`config.mk`:
```
export PLATFORM = sky130hd
export DESIGN_NAME = rbd_datapath
export DESIGN_NICKNAME = d
export VERILOG_FILES = /design/src/rtl/rbd_pkg.sv /design/src/rtl/rbd_rst_sync.sv /design/src/rtl/rbd_bus_mux.sv /design/src/rtl/rbd_load_dec.sv /design/src/rtl/rbd_word_mem.sv /design/src/rtl/rbd_datapath.sv
export SDC_FILE = /design/constraint.sdc
export NUM_CORES = 1
export LEC_CHECK = 0
export ABC_AREA = 1
export BUFFER_PORTS_ARGS = -buffer_cell sky130_fd_sc_hd__buf_4
export CELL_PAD_IN_SITES_DETAIL_PLACEMENT = 1
export CELL_PAD_IN_SITES_GLOBAL_PLACEMENT = 1
export CORE_MARGIN = 2
export CORE_UTILIZATION = 45
export CTS_CLUSTER_DIAMETER = 80
export DETAILED_ROUTE_END_ITERATION = 12
export HOLD_SLACK_MARGIN = 0.12
export PLACE_DENSITY_LB_ADDON = 0.1
export SKIP_LAST_GASP = 1
export SLEW_MARGIN = 20
export SYNTH_ARGS = -nofsm -noshare
export SYNTH_HDL_FRONTEND = slang
export SYNTH_HIERARCHICAL = 1
export SYNTH_SLANG_ARGS = --single-unit
```
`constraint.sdc`:
```
create_clock -name clk -period 1.7 [get_ports clk]
set_input_delay 0.085 -clock clk [delete_from_list [all_inputs] [get_ports clk]]
set_output_delay 0.085 -clock clk [all_outputs]
set_load 0.005 [all_outputs]
```
`src/rtl/rbd_pkg.sv`:
```
package rbd_pkg;
  // Bus slots that follow the general registers, in code order.
  localparam int unsigned OFS_AR   = 0;
  localparam int unsigned OFS_DR   = 1;
  localparam int unsigned OFS_EXT  = 2;
  localparam int unsigned EXTRA_SRC = 3;
  // Destinations that follow the general registers.
  localparam int unsigned EXTRA_DST = 2;
endpackage

```
`src/rtl/rbd_rst_sync.sv`:
```
module rbd_rst_sync (
  input  logic clk,
  input  logic rst_n,
  output logic rst_sync_n
);
  logic [1:0] sync_q;

  always_ff @(posedge clk or negedge rst_n) begin
    if (!rst_n) sync_q <= 2'b00;
    else        sync_q <= {sync_q[0], 1'b1};
  end

  assign rst_sync_n = sync_q[1];
endmodule

```
`src/rtl/rbd_bus_mux.sv`:
```
module rbd_bus_mux #(
  parameter int unsigned DATA_W  = 8,
  parameter int unsigned NUM_SRC = 7,
  parameter int unsigned SEL_W   = 3
) (
  input  logic [NUM_SRC*DATA_W-1:0] src_flat,
  input  logic [SEL_W-1:0]          sel,
  output logic [DATA_W-1:0]         bus
);
  // One NUM_SRC-to-1 selector per bus line; unused codes give zero.
  for (genvar b = 0; b < DATA_W; b++) begin : g_line
    always_comb begin
      bus[b] = 1'b0;
      for (int s = 0; s < NUM_SRC; s++) begin
        if (sel == SEL_W'(s)) bus[b] = src_flat[s*DATA_W + b];
      end
    end
  end
endmodule

```
`src/rtl/rbd_load_dec.sv`:
```
module rbd_load_dec #(
  parameter int unsigned NUM_DST = 6,
  parameter int unsigned SEL_W   = 3
) (
  input  logic               en,
  input  logic [SEL_W-1:0]   code,
  output logic [NUM_DST-1:0] ld
);
  always_comb begin
    ld = '0;
    for (int i = 0; i < NUM_DST; i++) begin
      if (code == SEL_W'(i)) ld[i] = en;
    end
  end
endmodule

```
`src/rtl/rbd_word_mem.sv`:
```
module rbd_word_mem #(
  parameter int unsigned DATA_W = 8,
  parameter int unsigned DEPTH  = 16,
  localparam int unsigned AW    = $clog2(DEPTH)
) (
  input  logic              clk,
  input  logic              we,
  input  logic [AW-1:0]     addr,
  input  logic [DATA_W-1:0] wdata,
  output logic [DATA_W-1:0] rdata
);
  logic [DATA_W-1:0] mem_q [DEPTH];

  always_ff @(posedge clk) begin
    if (we) mem_q[addr] <= wdata;
  end

  assign rdata = mem_q[addr];
endmodule

```
`src/rtl/rbd_datapath.sv`:
```
module rbd_datapath #(
  parameter int unsigned DATA_W    = 8,
  parameter int unsigned NUM_GPR   = 4,
  parameter int unsigned MEM_DEPTH = 16,
  localparam int unsigned NUM_SRC  = NUM_GPR + rbd_pkg::EXTRA_SRC,
  localparam int unsigned NUM_DST  = NUM_GPR + rbd_pkg::EXTRA_DST,
  localparam int unsigned SEL_W    = $clog2(NUM_SRC + 1),
  localparam int unsigned GI_W     = $clog2(NUM_GPR),
  localparam int unsigned ADDR_W   = $clog2(MEM_DEPTH)
) (
  input  logic                      clk,
  input  logic                      rst_n,
  input  logic [DATA_W-1:0]         ext_din,
  input  logic [SEL_W-1:0]          bus_src,
  input  logic [SEL_W-1:0]          bus_dst,
  input  logic                      xfer_en,
  input  logic                      swap_en,
  input  logic [GI_W-1:0]           swap_a,
  input  logic [GI_W-1:0]           swap_b,
  input  logic                      mem_rd,
  input  logic                      mem_wr,
  input  logic [GI_W-1:0]           wr_src,
  output logic [DATA_W-1:0]         bus_o,
  output logic [NUM_GPR*DATA_W-1:0] gpr_o,
  output logic [DATA_W-1:0]         ar_o,
  output logic [DATA_W-1:0]         dr_o
);
  import rbd_pkg::*;

  localparam int unsigned AR_IDX  = NUM_GPR + OFS_AR;
  localparam int unsigned DR_IDX  = NUM_GPR + OFS_DR;
  localparam int unsigned EXT_IDX = NUM_GPR + OFS_EXT;

  logic                      rst_sync_n;
  logic [DATA_W-1:0]         gpr_q   [NUM_GPR];
  logic [DATA_W-1:0]         gpr_nxt [NUM_GPR];
  logic [NUM_GPR-1:0]        gpr_en;
  logic [DATA_W-1:0]         ar_q, ar_nxt, dr_q, dr_nxt;
  logic                      ar_en, dr_en;
  logic [NUM_SRC*DATA_W-1:0] src_flat;
  logic [DATA_W-1:0]         bus;
  logic [NUM_DST-1:0]        ld_vec;
  logic                      rd_take;
  logic [DATA_W-1:0]         mem_rdata;

  rbd_rst_sync u_rst (.clk(clk), .rst_n(rst_n), .rst_sync_n(rst_sync_n));

  // Bus source assembly
  always_comb begin
    for (int g = 0; g < NUM_GPR; g++) src_flat[g*DATA_W +: DATA_W] = gpr_q[g];
    src_flat[AR_IDX*DATA_W  +: DATA_W] = ar_q;
    src_flat[DR_IDX*DATA_W  +: DATA_W] = dr_q;
    src_flat[EXT_IDX*DATA_W +: DATA_W] = ext_din;
  end

  rbd_bus_mux #(.DATA_W(DATA_W), .NUM_SRC(NUM_SRC), .SEL_W(SEL_W)) u_mux (
    .src_flat(src_flat), .sel(bus_src), .bus(bus)
  );

  // A swap suppresses the bus transfer in its cycle.
  rbd_load_dec #(.NUM_DST(NUM_DST), .SEL_W(SEL_W)) u_dec (
    .en(xfer_en & ~swap_en), .code(bus_dst), .ld(ld_vec)
  );

  rbd_word_mem #(.DATA_W(DATA_W), .DEPTH(MEM_DEPTH)) u_mem (
    .clk(clk), .we(mem_wr), .addr(ar_q[ADDR_W-1:0]),
    .wdata(gpr_q[wr_src]), .rdata(mem_rdata)
  );

  // Next-state logic
  always_comb begin
    for (int i = 0; i < NUM_GPR; i++) begin
      gpr_nxt[i] = ld_vec[i] ? bus : gpr_q[i];
      gpr_en[i]  = ld_vec[i];
      if (swap_en && swap_a != swap_b) begin
        if (swap_a == GI_W'(i)) begin
          gpr_nxt[i] = gpr_q[swap_b];
          gpr_en[i]  = 1'b1;
        end else if (swap_b == GI_W'(i)) begin
          gpr_nxt[i] = gpr_q[swap_a];
          gpr_en[i]  = 1'b1;
        end
      end
    end
  end

  assign rd_take = mem_rd & ~mem_wr;
  assign ar_en   = ld_vec[AR_IDX];
  assign ar_nxt  = bus;
  assign dr_en   = rd_take | ld_vec[DR_IDX];
  assign dr_nxt  = rd_take ? mem_rdata : bus;

  // Registers
  for (genvar i = 0; i < NUM_GPR; i++) begin : g_gpr
    always_ff @(posedge clk or negedge rst_sync_n) begin
      if (!rst_sync_n)    gpr_q[i] <= '0;
      else if (gpr_en[i]) gpr_q[i] <= gpr_nxt[i];
    end
    assign gpr_o[i*DATA_W +: DATA_W] = gpr_q[i];
  end

  always_ff @(posedge clk or negedge rst_sync_n) begin
    if (!rst_sync_n) ar_q <= '0;
    else if (ar_en)  ar_q <= ar_nxt;
  end

  always_ff @(posedge clk or negedge rst_sync_n) begin
    if (!rst_sync_n) dr_q <= '0;
    else if (dr_en)  dr_q <= dr_nxt;
  end

  assign bus_o = bus;
  assign ar_o  = ar_q;
  assign dr_o  = dr_q;
endmodule

```
## After elaboration in Yosys (flattened, before gate mapping)

Memory sizes are Yosys's and may differ from the RTL's.
Cells that the tools add are included.

- Memories: 1
- Register bits after elaboration: 50
- Memory bits (writable): 128

Memory list:

| memory | words | width | rd ports | clocked after Yosys merged registers in | write ports | line | text |
|---|---|---|---|---|---|---|---|
| u_mem.mem_q | 16 | 8 | 1 | 0 | 1 | rbd_word_mem.sv:12 | `logic [DATA_W-1:0] mem_q [DEPTH];` |

- Bitwise operators: 8
- Eq/ne operators: 18
- Order comparisons: 3
- Muxes and demuxes: 102
- Reductions and logical operators: 5

Operators with widths:

| kind | count |
|---|---|
| $mux 8 | 23 |
| $mux 1 | 76 |
| $bmux 8 s2 | 3 |
| $eq 3x3->1 const B | 5 |
| $eq 3x2->1 const B | 4 |
| $ge 3x3->1 const B | 3 |
| $not 2->3 | 3 |
| $eq 2x2->1 const B | 4 |
| $eq 3x1->1 const B | 2 |
| $logic_not 3->1 | 2 |
| $eq 2x1->1 const B | 2 |
| $logic_not 2->1 | 2 |
| $and 1x1->1 | 2 |
| $ne 2x2->1 | 1 |
| $not 1->1 | 2 |
| $logic_and 1x1->1 | 1 |
| $or 1x1->1 | 1 |

## Logic depth before layout (Yosys ltp)

- Depth after elaboration: 12
- Mapped depth: 13
- Gate-level depth less buffers: 11

## Modules after synthesis

Netlist, hierarchy kept.

By module, submodules not included:

| module | area each (sq um) | sequential area each (sq um) | instances | cells each |
|---|---|---|---|---|
| rbd_word_mem | 5432.7 | 3843.7 | 1 | 540 |
| rbd_datapath | 3698.5 | 1201.2 | 1 | 615 |
| rbd_bus_mux | 531.8 | 0.0 | 1 | 100 |
| rbd_load_dec | 58.8 | 0.0 | 1 | 15 |
| rbd_rst_sync | 53.8 | 50.0 | 1 | 3 |

## Least setup slack after synthesis

OpenSTA, ideal clock, no wires.

- Path type: flip-flop to flip-flop
- From: register ar_q[1] (netlist: ar_o[1])
- To: memory u_mem.mem_q[3][0], enable pin
- Arrival time: 1404 ps
- Cell stages (with the launch flop): 5
- Path slack: -74 ps
- Data required time: 1330 ps
- Library setup time: 370 ps
- Cells stage by stage: dfrtp_1 > buf_2 > clkbuf_1 > nand3_1 > nor2_1

RTL lines:

| element | line | text |
|---|---|---|
| start: declaration | rbd_datapath.sv:38 | `logic [DATA_W-1:0] ar_q, ar_nxt, dr_q, dr_nxt;` |
| start signal: assignment | rbd_datapath.sv:104 | `else if (ar_en) ar_q <= ar_nxt;` |
| end: declaration | rbd_word_mem.sv:12 |  |

No word-level cell before the write port.

## Worst setup path in the final report

- From: register gpr_q, in the netlist gpr_o[9]
- To: output bus_o[1]

- Word-level cells in the longest chain between the ends: 6

RTL lines:

| element | line | text |
|---|---|---|
| start: declaration | rbd_datapath.sv:35 | `logic [DATA_W-1:0] gpr_q [NUM_GPR];` |
| start signal: indexed assignment | rbd_datapath.sv:97 | `else if (gpr_en[i]) gpr_q[i] <= gpr_nxt[i];` |
| $mux 1 (6 in series) | rbd_bus_mux.sv:15 | `if (sel == SEL_W'(s)) bus[b] = src_flat[s*DATA_W + b];` |
| end: declaration | rbd_datapath.sv:23 | `output logic [DATA_W-1:0] bus_o,` |

No other way between the ends.

==> insert_results.sql <==
INSERT INTO impl_metrics (metric_group, metric, value, unit) VALUES
('yosys', 'synth_sequential_area_ratio', '0.521', ''),
('clock_network', 'cts_root_buffer', 'sky130_fd_sc_hd__clkbuf_16', ''),
('layout', 'drive_above_1_share', '0.229', ''),
('clock_network', 'ctsLongestPathBuffers', '2', ''),
('route', 'detail_route.vias_per_cell', '5.91', ''),
('die', 'die-width', '151', 'um'),
('sta', 'timing_worst_slew_pin_value', '0.620', 'ns'),
('die', 'ios', '82', ''),
('sta', 'fin_setup_tns', '-0.450', 'ns'),
('critical_path', 'critical_path_arrival', '1.69', 'ns'),
('place', 'place_inst', '1681', ''),
('route', 'vias', '10300', ''),
('place', 'finalWeightedCongestion', '0.943', ''),
('global_routing', 'first_global_vias', '10100', ''),
('yosys', 'synthDistinctLibCells', '26', ''),
('power_and_ir_drop', 'ir_worst_vdd', '0.895', 'mV'),
('critical_path', 'critPathKind', 'flip-flop to primary output', ''),
('critical_path', 'r2r_cells', '12', ''),
('die', 'design.core.area', '21200', 'sq um'),
('place', 'post-place-ws', '-0.108', 'ns'),
('clock_network', 'numClockSinks', '178', ''),
('global_routing', 'grt_first_pass_wirelength', '60.7', 'mm'),
('sta', 'slew-limit-headroom', '0.587', ''),
('power_and_ir_drop', 'share_of_total_power_consumed_by_net_switching', '0.399', ''),
('clock_network', 'cts_tree', 'built', ''),
('sta', 'finalSetupViolations', '11', ''),
('critical_path', 'critPathRequiredTime', '1.62', 'ns'),
('place', 'place_hpwl', '27.6', 'mm'),
('route', 'drc', '0', ''),
('layout', 'areaGrowthSynthToFinish', '28.7', '%'),
('yosys', 'ys_seq_elements', '178', ''),
('layout', 'finalNonFillerCells', '1747', ''),
('die', 'die_footprint', '22900', 'sq um'),
('power_and_ir_drop', 'power.density', '1290', 'nW/um^2'),
('power_and_ir_drop', 'power.combinational.fraction', '0.395', ''),
('layout', 'finish.instance_area', '12600', 'sq um'),
('die', 'dieHeight', '151', 'um'),
('min_path', 'hold_class', 'primary input to flip-flop', ''),
('critical_path', 'critPathLaunchType', 'flip-flop', ''),
('outcome', 'run_status', 'complete, but fails checks', ''),
('yosys', 'synth_area_per_cell', '7.68', 'sq um'),
('power_and_ir_drop', 'share_of_total_power_in_the_clock_network', '0.248', ''),
('global_routing', 'gr-usage-all-layers', '0.365', ''),
('min_path', 'worst_hold_path.num_cells', '5', ''),
('power_and_ir_drop', 'p_int', '9.78', 'mW'),
('yosys', 'summed_instance_area_of_the_synthesized_netlist', '9780', 'sq um'),
('die', 'row_count', '53', ''),
('clock_network', 'clk_pin_slew_worst_setup_hold_paths', '0.09', 'ns'),
('sta', 'setup_ws', '-0.0798', 'ns'),
('layout', 'final_common_cell', 'sky130_fd_sc_hd__nand2_1', ''),
('die', 'initial_utilization', '0.462', ''),
('yosys', 'postSynthCellCount', '1273', ''),
('clock_network', 'cts.htree.levels', '4', ''),
('sta', 'slew_violations', '0', ''),
('power_and_ir_drop', 'power.sequential.fraction', '0.357', ''),
('outcome', 'failed_checks', 'negative setup slack', ''),
('place', 'numPortBuffers', '81', ''),
('layout', 'most_frequent_cells_in_the_layout', '685 x sky130_fd_sc_hd__nand2_1, 182 x sky130_fd_sc_hd__buf_4, 143 x sky130_fd_sc_hd__nand3_1, 128 x sky130_fd_sc_hd__edfxtp_1, 45 x sky130_fd_sc_hd__nor2_1', ''),
('run', 'drv_cap', '0', ''),
('place', 'post_dp_cell_area', '11400', 'sq um'),
('global_routing', 'number_of_antenna_violations_at_the_first_check_in_global_routing', '1', ''),
('sta', 'max_freq', '562', 'MHz'),
('yosys', 'synth_nets', '1299', ''),
('critical_path', 'critPathCaptureType', 'primary output', ''),
('min_path', 'hold_path.startpoint', 'ext_din[4]', ''),
('route', 'route.final.wire_length', '42.3', 'mm'),
('route', 'drtAntennaViolNets', '0', ''),
('layout', 'layout.filler_cells', '2588', ''),
('global_routing', 'maximum_number_of_pins_on_one_net_before_global_route_repair', '34', ''),
('clock_network', 'worstSkewPairLatency', '0.45', 'ns'),
('layout', 'finish.net_count', '1485', '');
## worst max path at each step
stage | endpoint | startpoint | depth (start not counted) | slack, ns
final | bus_o[1] | gpr_o[9] | 6 | -0.08
after global routing | dr_o[2] | ar_o[0] | 12 | -0.13
after CTS | bus_o[5] | gpr_o[13] | 6 | -0.07
after detailed placement | u_mem/mem_q[7][4] | ar_o[0] | 5 | -0.11
after global placement | u_mem/mem_q[7][2] | ar_o[0] | 5 | -0.10
after floorplan | u_mem/mem_q[3][0] | ar_o[1] | 4 | -0.07
## kinds of logic after synthesis
group           count (synthesis)  synth area share
compound gates                 27            0.0148
mux                             8           0.00922
flops                         178             0.521
buf+inv                       105            0.0529
simple gates                  954             0.402
other cells                     1          0.000384
## cell usage after synthesis, drive strengths merged
| cell | count | area share |
|---|---|---|
| edfxtp | 128 | 0.39 |
| clkbuf | 9 | 0.0035 |
| nand3 | 153 | 0.080 |
| mux2 | 8 | 0.0092 |
| buf | 45 | 0.029 |
| nand4 | 25 | 0.018 |
| nand2 | 707 | 0.27 |
| inv | 48 | 0.019 |
| o22ai | 8 | 0.0051 |
| nor3 | 3 | 0.0050 |
| dfrtp | 50 | 0.13 |
| nor2 | 65 | 0.027 |
| conb | 1 | 0.00038 |
| and2 | 1 | 0.00064 |
| clkinv | 3 | 0.0012 |
| o21ai | 19 | 0.0097 |
## final cells by class
cell class | count | area, sq um | area share
Inverter | 51 | 208 | 0.0165
Multi-Input combinational cell | 990 | 4310 | 0.342
Clock inverter | 15 | 160 | 0.0127
Timing Repair Buffer | 221 | 2020 | 0.161
Tap cell | 275 | 344 | 0.0274
Clock buffer | 17 | 425 | 0.0338
Sequential cell | 178 | 5110 | 0.407
## worst max-delay path, cell delays in order (launching register included)
cell and delay (ns):
sky130_fd_sc_hd__dfrtp_2 0.44, sky130_fd_sc_hd__nand4_1 0.11, sky130_fd_sc_hd__nand3_1 0.12, sky130_fd_sc_hd__nor2_2 0.15
sky130_fd_sc_hd__nand4_1 0.09, sky130_fd_sc_hd__buf_4 0.19, sky130_fd_sc_hd__buf_4 0.14
## layer usage
metal,share of wire,track usage,up-vias
met2,0.48,0.597,592
met5,0.00031,0,-
met1,0.40,0.486,5075
met3,0.083,0.0596,135
met4,0.042,0.143,2
li1,-,-,4521
## stage by stage
step,hold WS (ns),power [mW],util
floorplan,-0.211,8.45,-
detailed placement,-0.130,11.3,0.539
global route,0.190,16.9,0.595
CTS,0.123,15.6,0.581
global placement,-0.131,11.0,0.539
finish,0.166,16.3,0.595
## registers in the layout, summed over array words and instances, names as in the netlist
signal / count
u_mem/mem_q: 128
ar_o: 8
dr_o: 8
u_rst/sync_q: 2
gpr_o: 32
## power by group through the flow
| stage | logic (mW) | registers [mW] | clock network (mW) |
|---|---|---|---|
| after floorplan | 2.62 | 5.83 | 0 |
| after global placement | 5.16 | 5.89 | 0 |
| after detailed placement | 5.35 | 5.90 | 0 |
| after CTS | 5.81 | 5.77 | 4.02 |
| after global routing | 6.87 | 5.83 | 4.17 |
| final | 6.44 | 5.81 | 4.03 |
## what timing repair did
action | 4_1_cts | 5_1_grt
hold buffers | 5 | 0
cloned | 1 | 5
pin swaps | 13 | 23
buffers inserted | 16 | 8
setup endpoints to repair | 75 | 86
endpoints found under the hold margin | 12 | 0
resized for setup | 35 | 40
(Power assumes the default switching activity.)
